--- config.mk ---
export PLATFORM = sky130hd
export DESIGN_NAME = lpm_ctrl
export DESIGN_NICKNAME = d
export VERILOG_FILES = /design/src/rtl/lpm_pkg.sv /design/src/rtl/lpm_req_dec.sv /design/src/rtl/lpm_wake_qual.sv /design/src/rtl/lpm_out_dec.sv /design/src/rtl/lpm_ctrl.sv
export SDC_FILE = /design/constraint.sdc
export NUM_CORES = 1
export LEC_CHECK = 0
export BUFFER_PORTS_ARGS = -buffer_cell sky130_fd_sc_hd__buf_4
export CELL_PAD_IN_SITES_DETAIL_PLACEMENT = 1
export CELL_PAD_IN_SITES_GLOBAL_PLACEMENT = 1
export CORE_ASPECT_RATIO = 1.1
export CORE_MARGIN = 8
export CORE_UTILIZATION = 32
export CTS_BUF_LIST = sky130_fd_sc_hd__clkbuf_16
export DETAILED_ROUTE_END_ITERATION = 16
export GPL_ROUTABILITY_DRIVEN = 0
export PLACE_DENSITY_LB_ADDON = 0.1
export SLEW_MARGIN = 30
export SYNTH_ARGS = -nofsm -noshare
export SYNTH_HDL_FRONTEND = slang
export SYNTH_SLANG_ARGS = --single-unit
--- constraint.sdc ---
create_clock -name clk -period 1.5 [get_ports clk]
set_clock_uncertainty 0.1 [all_clocks]
set_input_delay 0.075 -clock clk [delete_from_list [all_inputs] [get_ports clk]]
set_output_delay 0.075 -clock clk [all_outputs]
set_load 0.1 [all_outputs]
--- src/rtl/lpm_pkg.sv ---
// Package lpm_pkg
// Shared mode codes, sequencer phases, the bundle of power outputs and
// small helpers that classify a mode code.
// Assumes: a 4-bit mode code; codes above MODE_LAST are invalid.
package lpm_pkg;

    localparam int MODE_W = 4;

    localparam logic [MODE_W-1:0] M_RUN     = 4'd0;
    localparam logic [MODE_W-1:0] M_VLPR    = 4'd1;
    localparam logic [MODE_W-1:0] M_COMPUTE = 4'd2;
    localparam logic [MODE_W-1:0] M_WAIT    = 4'd3;
    localparam logic [MODE_W-1:0] M_STOP    = 4'd4;
    localparam logic [MODE_W-1:0] M_PSTOP1  = 4'd5;
    localparam logic [MODE_W-1:0] M_PSTOP2  = 4'd6;
    localparam logic [MODE_W-1:0] M_LLS     = 4'd7;
    localparam logic [MODE_W-1:0] M_VLLS1   = 4'd8;
    localparam logic [MODE_W-1:0] M_VLLS0   = 4'd9;
    localparam logic [MODE_W-1:0] MODE_LAST = M_VLLS0;

    typedef enum logic [2:0] {
        PH_ACTIVE,
        PH_SLEEP,
        PH_UNG_BUS,
        PH_UNG_SYS,
        PH_UNG_CORE,
        PH_RSTREQ
    } phase_e;

    typedef struct packed {
        logic core;
        logic sys;
        logic bus;
        logic pstop;
        logic clkgen;
        logic reg_full;
        logic sram_pd;
        logic io_hold;
        logic lpo;
        logic bod;
    } pwr_out_t;

    // code names a defined mode
    function automatic logic is_valid(input logic [MODE_W-1:0] c);
        return c <= MODE_LAST;
    endfunction

    // code is one of the two running modes
    function automatic logic is_base(input logic [MODE_W-1:0] c);
        return (c == M_RUN) || (c == M_VLPR);
    endfunction

    // code is a wait or stop mode entered on wfi
    function automatic logic is_lowpwr(input logic [MODE_W-1:0] c);
        return (c >= M_WAIT) && (c <= MODE_LAST);
    endfunction

    // code is a leakage mode with restricted wake sources
    function automatic logic is_leak(input logic [MODE_W-1:0] c);
        return (c >= M_LLS) && (c <= MODE_LAST);
    endfunction

    // code is a very-low-leakage mode that exits through reset
    function automatic logic is_vlls(input logic [MODE_W-1:0] c);
        return (c == M_VLLS1) || (c == M_VLLS0);
    endfunction

endpackage

--- src/rtl/lpm_req_dec.sv ---
// Module lpm_req_dec
// Sorts a mode write into exactly one outcome: set the running mode,
// enter compute, leave compute, arm a low-power mode, or reject.
// Assumes: writes only count while the sequencer is in its active phase;
// writes at any other time are dropped without effect.
module lpm_req_dec
    import lpm_pkg::*;
(
    input  logic              clk,
    input  logic              rst_n,
    input  logic              wr,
    input  logic [MODE_W-1:0] code,
    input  logic              active,
    input  logic              in_comp,
    output logic              set_base,
    output logic              enter_comp,
    output logic              exit_comp,
    output logic              arm,
    output logic              reject
);

    // Classify the write against the current running context
    always_comb begin
        set_base   = 1'b0;
        enter_comp = 1'b0;
        exit_comp  = 1'b0;
        arm        = 1'b0;
        reject     = 1'b0;
        if (wr && active) begin
            if (!is_valid(code)) begin
                reject = 1'b1;
            end else if (in_comp) begin
                if (is_base(code)) exit_comp = 1'b1;
                else               reject    = 1'b1;
            end else if (is_base(code)) begin
                set_base = 1'b1;
            end else if (code == M_COMPUTE) begin
                enter_comp = 1'b1;
            end else begin
                arm = 1'b1;
            end
        end
    end


    one_outcome_chk: assert property (@(posedge clk) disable iff (!rst_n)
        $onehot0({set_base, enter_comp, exit_comp, arm, reject}));


    comp_entry_src_chk: assert property (@(posedge clk) disable iff (!rst_n)
        enter_comp |-> (!in_comp && active));

endmodule

--- src/rtl/lpm_wake_qual.sv ---
// Module lpm_wake_qual
// Decides whether the present inputs wake the mode that is being slept.
// Shallow modes accept any enabled interrupt; leakage modes accept only
// the wake unit and the two pins, each pin maskable by a disable bit.
// Assumes: inputs are already synchronous to clk.
module lpm_wake_qual
    import lpm_pkg::*;
(
    input  logic              clk,
    input  logic              rst_n,
    input  logic [MODE_W-1:0] mode,
    input  logic              irq_wake,
    input  logic              wku_evt,
    input  logic              nmi_pin,
    input  logic              rst_pin,
    input  logic              nmi_dis,
    input  logic              rst_dis,
    output logic              wake
);

    logic leak_src;

    // Sources allowed in the leakage modes
    always_comb begin
        leak_src = wku_evt
                 | (nmi_pin & ~nmi_dis)
                 | (rst_pin & ~rst_dis);
    end

    // Pick the source set that matches the slept mode
    always_comb begin
        if (is_leak(mode))        wake = leak_src;
        else if (is_lowpwr(mode)) wake = irq_wake;
        else                      wake = 1'b0;
    end


    leak_irq_ignored_chk: assert property (@(posedge clk) disable iff (!rst_n)
        (is_leak(mode) && irq_wake && !wku_evt && !nmi_pin && !rst_pin) |-> !wake);


    masked_pins_chk: assert property (@(posedge clk) disable iff (!rst_n)
        (is_leak(mode) && nmi_dis && rst_dis && !wku_evt) |-> !wake);

endmodule

--- src/rtl/lpm_out_dec.sv ---
// Module lpm_out_dec
// Turns the sequencer phase, the slept mode and the running context into
// the bundle of power-control levels. During the ungating phases it builds
// the running levels with the not-yet-restored clocks still held off.
// Assumes: compute is never active while a low-power mode is slept.
module lpm_out_dec
    import lpm_pkg::*;
(
    input  logic              clk,
    input  logic              rst_n,
    input  phase_e            phase,
    input  logic [MODE_W-1:0] lp_mode,
    input  logic              run_base,
    input  logic              in_comp,
    input  logic              bod_cfg,
    output pwr_out_t          pw
);

    pwr_out_t act;
    pwr_out_t slp;

    // Levels while running, in full run, very-low-power run or compute
    always_comb begin
        act          = '0;
        act.core     = 1'b1;
        act.sys      = 1'b1;
        act.bus      = 1'b1;
        act.pstop    = in_comp;
        act.clkgen   = 1'b1;
        act.reg_full = run_base;
        act.lpo      = 1'b1;
        act.bod      = 1'b1;
    end

    // Levels held for each sleep mode
    always_comb begin
        slp       = act;
        slp.core  = 1'b0;
        slp.pstop = 1'b1;
        case (lp_mode)
            M_WAIT: begin
                slp.pstop = 1'b0;
            end
            M_STOP, M_LLS: begin
                slp.sys      = 1'b0;
                slp.bus      = 1'b0;
                slp.clkgen   = 1'b0;
                slp.reg_full = 1'b0;
            end
            M_PSTOP1: begin
                slp.sys = 1'b0;
                slp.bus = 1'b0;
            end
            M_PSTOP2: begin
                slp.sys = 1'b0;
            end
            M_VLLS1, M_VLLS0: begin
                slp.sys      = 1'b0;
                slp.bus      = 1'b0;
                slp.clkgen   = 1'b0;
                slp.reg_full = 1'b0;
                slp.sram_pd  = 1'b1;
                slp.io_hold  = 1'b1;
                if (lp_mode == M_VLLS0) begin
                    slp.lpo = 1'b0;
                    slp.bod = bod_cfg;
                end
            end
            default: begin
                slp = act;
            end
        endcase
    end

    // Select by phase and hold back the clocks not yet restored
    always_comb begin
        case (phase)
            PH_SLEEP, PH_RSTREQ: pw = slp;
            PH_UNG_BUS: begin
                pw      = act;
                pw.core = 1'b0;
                pw.sys  = slp.sys;
            end
            PH_UNG_SYS: begin
                pw      = act;
                pw.core = 1'b0;
            end
            default: pw = act;
        endcase
    end


    bus_first_chk: assert property (@(posedge clk) disable iff (!rst_n)
        (phase == PH_UNG_BUS) |-> (pw.bus && !pw.core && !pw.pstop));


    hold_with_pd_chk: assert property (@(posedge clk) disable iff (!rst_n)
        pw.sram_pd |-> (pw.io_hold && !pw.core && !pw.sys && !pw.bus));

endmodule

--- src/rtl/lpm_ctrl.sv ---
// Module lpm_ctrl (top)
// Low-power mode entry controller. It holds the running mode, the armed
// low-power target and the compute flag, and it steps a phase machine:
// active -> sleep -> (ungate bus -> ungate sys -> ungate core) -> active,
// or sleep -> reset request for the very-low-leakage modes.
// Assumes: synchronous active-low reset; the reset request is answered by
// a chip reset that drives rst_n low.
module lpm_ctrl
    import lpm_pkg::*;
(
    input  logic              clk,
    input  logic              rst_n,
    input  logic              mode_wr,
    input  logic [MODE_W-1:0] mode_code,
    input  logic              wfi,
    input  logic              irq_wake,
    input  logic              wku_evt,
    input  logic              nmi_pin,
    input  logic              rst_pin,
    input  logic              nmi_wake_dis,
    input  logic              rst_wake_dis,
    input  logic              bod_cfg,
    output logic              core_clk_en,
    output logic              sys_clk_en,
    output logic              bus_clk_en,
    output logic              periph_stop,
    output logic              clkgen_en,
    output logic              reg_full_en,
    output logic              sram_pd,
    output logic              io_hold,
    output logic              lpo_en,
    output logic              bod_en,
    output logic              rst_req,
    output logic              wake_done,
    output logic [MODE_W-1:0] cur_mode,
    output logic              req_err
);

    phase_e            phase_q;
    logic [MODE_W-1:0] base_q;
    logic [MODE_W-1:0] tgt_q;
    logic [MODE_W-1:0] lp_mode_q;
    logic              comp_q;
    logic              err_q;

    logic set_base, enter_comp, exit_comp, arm, reject;
    logic wake;
    logic enter_ok;
    pwr_out_t pw;

    lpm_req_dec u_req (
        .clk        (clk),
        .rst_n      (rst_n),
        .wr         (mode_wr),
        .code       (mode_code),
        .active     (phase_q == PH_ACTIVE),
        .in_comp    (comp_q),
        .set_base   (set_base),
        .enter_comp (enter_comp),
        .exit_comp  (exit_comp),
        .arm        (arm),
        .reject     (reject)
    );

    lpm_wake_qual u_wake (
        .clk      (clk),
        .rst_n    (rst_n),
        .mode     (lp_mode_q),
        .irq_wake (irq_wake),
        .wku_evt  (wku_evt),
        .nmi_pin  (nmi_pin),
        .rst_pin  (rst_pin),
        .nmi_dis  (nmi_wake_dis),
        .rst_dis  (rst_wake_dis),
        .wake     (wake)
    );

    lpm_out_dec u_out (
        .clk      (clk),
        .rst_n    (rst_n),
        .phase    (phase_q),
        .lp_mode  (lp_mode_q),
        .run_base (base_q == M_RUN),
        .in_comp  (comp_q),
        .bod_cfg  (bod_cfg),
        .pw       (pw)
    );

    // Sleep entry: wfi from a running mode with a low-power mode armed
    always_comb begin
        enter_ok = (phase_q == PH_ACTIVE) && !comp_q && !mode_wr
                   && wfi && is_lowpwr(tgt_q);
    end

    // Running-context registers updated by accepted writes
    always_ff @(posedge clk) begin
        if (!rst_n) begin
            base_q <= M_RUN;
            tgt_q  <= M_RUN;
            comp_q <= 1'b0;
            err_q  <= 1'b0;
        end else begin
            if (reject)
                err_q <= 1'b1;
            else if (set_base || enter_comp || exit_comp || arm)
                err_q <= 1'b0;
            if (set_base) begin
                base_q <= mode_code;
                tgt_q  <= M_RUN;
            end
            if (exit_comp) begin
                base_q <= mode_code;
                comp_q <= 1'b0;
            end
            if (enter_comp)
                comp_q <= 1'b1;
            if (arm)
                tgt_q <= mode_code;
        end
    end

    // Phase machine for entry, wake filtering and the ungating walk
    always_ff @(posedge clk) begin
        if (!rst_n) begin
            phase_q   <= PH_ACTIVE;
            lp_mode_q <= M_RUN;
        end else begin
            case (phase_q)
                PH_ACTIVE: begin
                    if (enter_ok) begin
                        phase_q   <= PH_SLEEP;
                        lp_mode_q <= tgt_q;
                    end
                end
                PH_SLEEP: begin
                    if (wake)
                        phase_q <= is_vlls(lp_mode_q) ? PH_RSTREQ : PH_UNG_BUS;
                end
                PH_UNG_BUS:  phase_q <= PH_UNG_SYS;
                PH_UNG_SYS:  phase_q <= PH_UNG_CORE;
                PH_UNG_CORE: phase_q <= PH_ACTIVE;
                PH_RSTREQ:   phase_q <= PH_RSTREQ;
                default:     phase_q <= PH_ACTIVE;
            endcase
        end
    end

    // Drive ports from the registered state
    always_comb begin
        core_clk_en = pw.core;
        sys_clk_en  = pw.sys;
        bus_clk_en  = pw.bus;
        periph_stop = pw.pstop;
        clkgen_en   = pw.clkgen;
        reg_full_en = pw.reg_full;
        sram_pd     = pw.sram_pd;
        io_hold     = pw.io_hold;
        lpo_en      = pw.lpo;
        bod_en      = pw.bod;
        rst_req     = (phase_q == PH_RSTREQ);
        wake_done   = (phase_q == PH_UNG_CORE);
        req_err     = err_q;
        if (phase_q == PH_ACTIVE)
            cur_mode = comp_q ? M_COMPUTE : base_q;
        else
            cur_mode = lp_mode_q;
    end


    entry_needs_wfi_chk: assert property (@(posedge clk) disable iff (!rst_n)
        $fell(core_clk_en) |-> $past(wfi));


    bad_code_chk: assert property (@(posedge clk) disable iff (!rst_n)
        (phase_q == PH_ACTIVE && mode_wr && mode_code > MODE_LAST)
        |=> (req_err && $stable(cur_mode)));


    compute_origin_chk: assert property (@(posedge clk) disable iff (!rst_n)
        (cur_mode == M_COMPUTE) |->
        ($past(cur_mode) == M_RUN || $past(cur_mode) == M_VLPR
         || $past(cur_mode) == M_COMPUTE));


    rst_req_source_chk: assert property (@(posedge clk) disable iff (!rst_n)
        $rose(rst_req) |->
        $past(wku_evt || (nmi_pin && !nmi_wake_dis) || (rst_pin && !rst_wake_dis)));


    hold_until_reset_chk: assert property (@(posedge clk) disable iff (!rst_n)
        io_hold |=> (io_hold && !wake_done));


    ungate_order_chk: assert property (@(posedge clk) disable iff (!rst_n)
        wake_done |-> (core_clk_en && $past(bus_clk_en) && $past(sys_clk_en)
                       && !$past(core_clk_en)));

endmodule

==> results_dict.tcl <==
set metrics [dict create \
    status "finished, violations left" \
    violations "negative setup slack" \
    core_area_mm2 0.00307 \
    cts_buffers 3 \
    dr.pass1.iters 4 \
    yosysUniqueCellTypes 47 \
    r2r-start "phase_q[2]$_SDFFE_PN0P_" \
    swShare_pct 27.7 \
    cts_tree "built" \
    crit_type "register to output port" \
    num_vias 1394 \
    finalHoldViolations 0 \
    die_width_um 70.4 \
    cts_sinks 17 \
    powerDensity_mw_per_mm2 576 \
    drv_slew 0 \
    synth_edf_count 0 \
    final_cells 237 \
    hp-start "mode_code[0]" \
    drv_cap 0 \
    switchingPower_uw 365 \
    ir_worst_vdd_v 0.000677 \
    pwr-share-comb_pct 23.1 \
    numPlacedInstances 218 \
    grt-ovfl-total 0 \
    first_iter_violations 52 \
    root_buffer "clkbuf_16" \
    start_kind "register" \
    grt_max_degree 19 \
    rr_worst_depth 4 \
    yosys_warnings 0 \
    slew_headroom_pct 78.4 \
    internal_power_uw 953 \
    mappedNetlistArea_mm2 0.00104 \
    wl_per_cell_um 25.2 \
    area_growth_pct 119 \
    cp_data_arrival_time_ns 1.59 \
    worstPathRequired_ns 1.32 \
    ys_seq_elements 17 \
    final_common_cell "buf_4" \
    holdPathStages 2 \
    fin_crit_sh_pct 118 \
    fin_crit_ns 1.77 \
    drc 0 \
    avgSynthCellArea_um2 7.90 \
    path_clk_slew_ns 0.06 \
    cts_max_level 1 \
    via_per_inst 5.88 \
    fin_ws_ns -0.270 \
    synth_cells 132 \
    die_y_um 75.9 \
    finalWirelength_mm 5.97 \
    clkLatencyLatePin_ns 0.25 \
    start_util_pct 33.9 \
    cts_max_path_buffers 2 \
    worst_pin_slew_ns 0.322 \
    grt_usage_pct 20.5 \
    fin_util_pct 74.4 \
    timing.fmax_mhz 565 \
    ant_nets 0 \
    dieArea_mm2 0.00534 \
    std_cell_rows 21 \
    setup_viol 31 \
    dp_hpwl_mm 3.09 \
    layout_common_cells "43 x buf_4, 15 x buf_12, 15 x buf_6, 9 x nand2_1, 9 x dfxtp_1" \
    p_leak_uw 0.000937 \
    holdPathEnd "tgt_q[0]$_SDFFE_PN0P_" \
    numPortBuffers 31 \
    min_path_type "input port to register" \
    ys_seq_area_share_pct 32.7 \
    layout-drive-gt1-share_pct 69.0 \
    grt_pass1_vias 1518 \
    cp_max_fo 5 \
    nets 219 \
    diodes 0 \
    rsz0062_at_grt "yes" \
    clkPwrFrac_pct 41.0 \
    syn_nets 147 \
    synthArstFlopShare_pct 0 \
    seq_power_share_pct 35.8 \
    r2r_setup_slack_ns -0.18 \
    worst_setup_path_end_kind "output port" \
    synth_top_flop_cell "dfxtp_1" \
    r2r-end "base_q[0]$_SDFFE_PN0P_" \
    design.portCount 32 \
    grt_first_pass_wirelength_mm 8.50 \
    antenna_found_initial 0 \
]
## worst max path at each step
stage	depth (start not counted)	slack, ns	start	end
floorplan	5	-0.41	lp_mode_q[2]$_SDFFE_PN0P_	bod_en
finish	6	-0.27	phase_q[0]$_SDFFE_PN0P_	periph_stop
global route	6	-0.30	phase_q[0]$_SDFFE_PN0P_	periph_stop
global placement	4	-0.06	phase_q[0]$_SDFFE_PN0P_	base_q[0]$_SDFFE_PN0P_
detailed placement	6	-0.12	lp_mode_q[3]$_SDFFE_PN0P_	clkgen_en
CTS	6	-0.16	phase_q[0]$_SDFFE_PN0P_	bod_en
## state kept, by name (all words and copies together), names as in the netlist
signal and cells:
base_q 4, comp_q 1, lp_mode_q 4, phase_q 3, req_err 1, tgt_q 4
## kinds of logic (layout without fill, tap and decap cells)
group                     Yosys count  after routing  share of synthesized area, %
muxes                               1              1                         0.960
buffers and inverters              12             83                          5.64
AOI/OAI and AO/OA                  38             38                          25.3
and+or+nand+nor                    63             63                          34.6
DFF                                17             17                          32.7
xor gates and xnor gates            1              1                         0.840
## routing by layer
layer  global-route usage (%)  wire (um)  up-vias
li1                         -          -      626
met1                     20.1       2290      693
met2                     42.3       3150       58
met3                     3.65        306       17
met4                     6.92        218        0
met5                        0          0        -
## synth_stat cells, types with 2 or more instances
| master | number | area share (%) |
|---|---|---|
| a211o_1 | 2 | 1.7 |
| a21oi_1 | 8 | 3.8 |
| a22o_1 | 2 | 1.7 |
| a32o_1 | 2 | 1.9 |
| and3_1 | 5 | 3.0 |
| buf_2 | 2 | 0.96 |
| clkbuf_1 | 4 | 1.4 |
| dfxtp_1 | 17 | 33 |
| inv_1 | 4 | 1.4 |
| nand2_1 | 15 | 5.4 |
| nand3_1 | 5 | 2.4 |
| nand3b_1 | 3 | 2.2 |
| nor2_1 | 8 | 2.9 |
| nor2b_1 | 8 | 4.8 |
| nor3_1 | 2 | 0.96 |
| o21ai_0 | 9 | 4.3 |
| o21bai_1 | 2 | 1.4 |
| o22ai_1 | 3 | 1.8 |
| or3_1 | 3 | 1.8 |
## power groups by stage
stage,Combinational [uW],Sequential (uW),Clock [uW]
2_1_floorplan,123,497,0
3_3_place_gp,220,485,0
3_5_place_dp,225,486,0
4_1_cts,268,474,544
5_1_grt,316,473,573
6_report,305,472,541
## stage by stage
| stage | cell area [um^2] | hold slack, ns | setup slack [ns] | power (uW) | TNS, ns |
|---|---|---|---|---|---|
| global placement | 1620 | 0.236 | -0.0550 | 704 | -0.159 |
| CTS | 2140 | 0.0291 | -0.165 | 1290 | -2.31 |
| finish | 2290 | 0.0395 | -0.270 | 1320 | -3.66 |
| global route | 2290 | 0.0382 | -0.301 | 1360 | -5.07 |
| floorplan | 1180 | 0.100 | -0.408 | 620 | -2.58 |
| detailed placement | 1620 | 0.241 | -0.124 | 711 | -0.859 |
## worst max-delay path: stages (launching register included)
cell      delay, ns
dfxtp_2        0.35
buf_6          0.14
nand2b_4       0.07
o31ai_4        0.28
a21oi_2        0.10
o22a_2         0.23
buf_12         0.17
## final cells by class
| class | count | area, um^2 |
|---|---|---|
| Timing Repair Buffer | 75 | 812 |
| Clock buffer | 3 | 75.1 |
| Multi-Input combinational cell | 103 | 973 |
| Inverter | 4 | 17.5 |
| Sequential cell | 17 | 360 |
| Tap cell | 34 | 42.5 |
| Fill cell | 290 | 788 |
| Clock inverter | 1 | 5.00 |
## what timing repair did
item,in CTS,in global routing
endpoints found under the setup margin,32,33
hold endpoints to repair,2,0
resized for setup,93,26
setup buffers,9,7
hold buffers,2,0
pin swaps,22,9
Power figures use the tool's default switching activity.
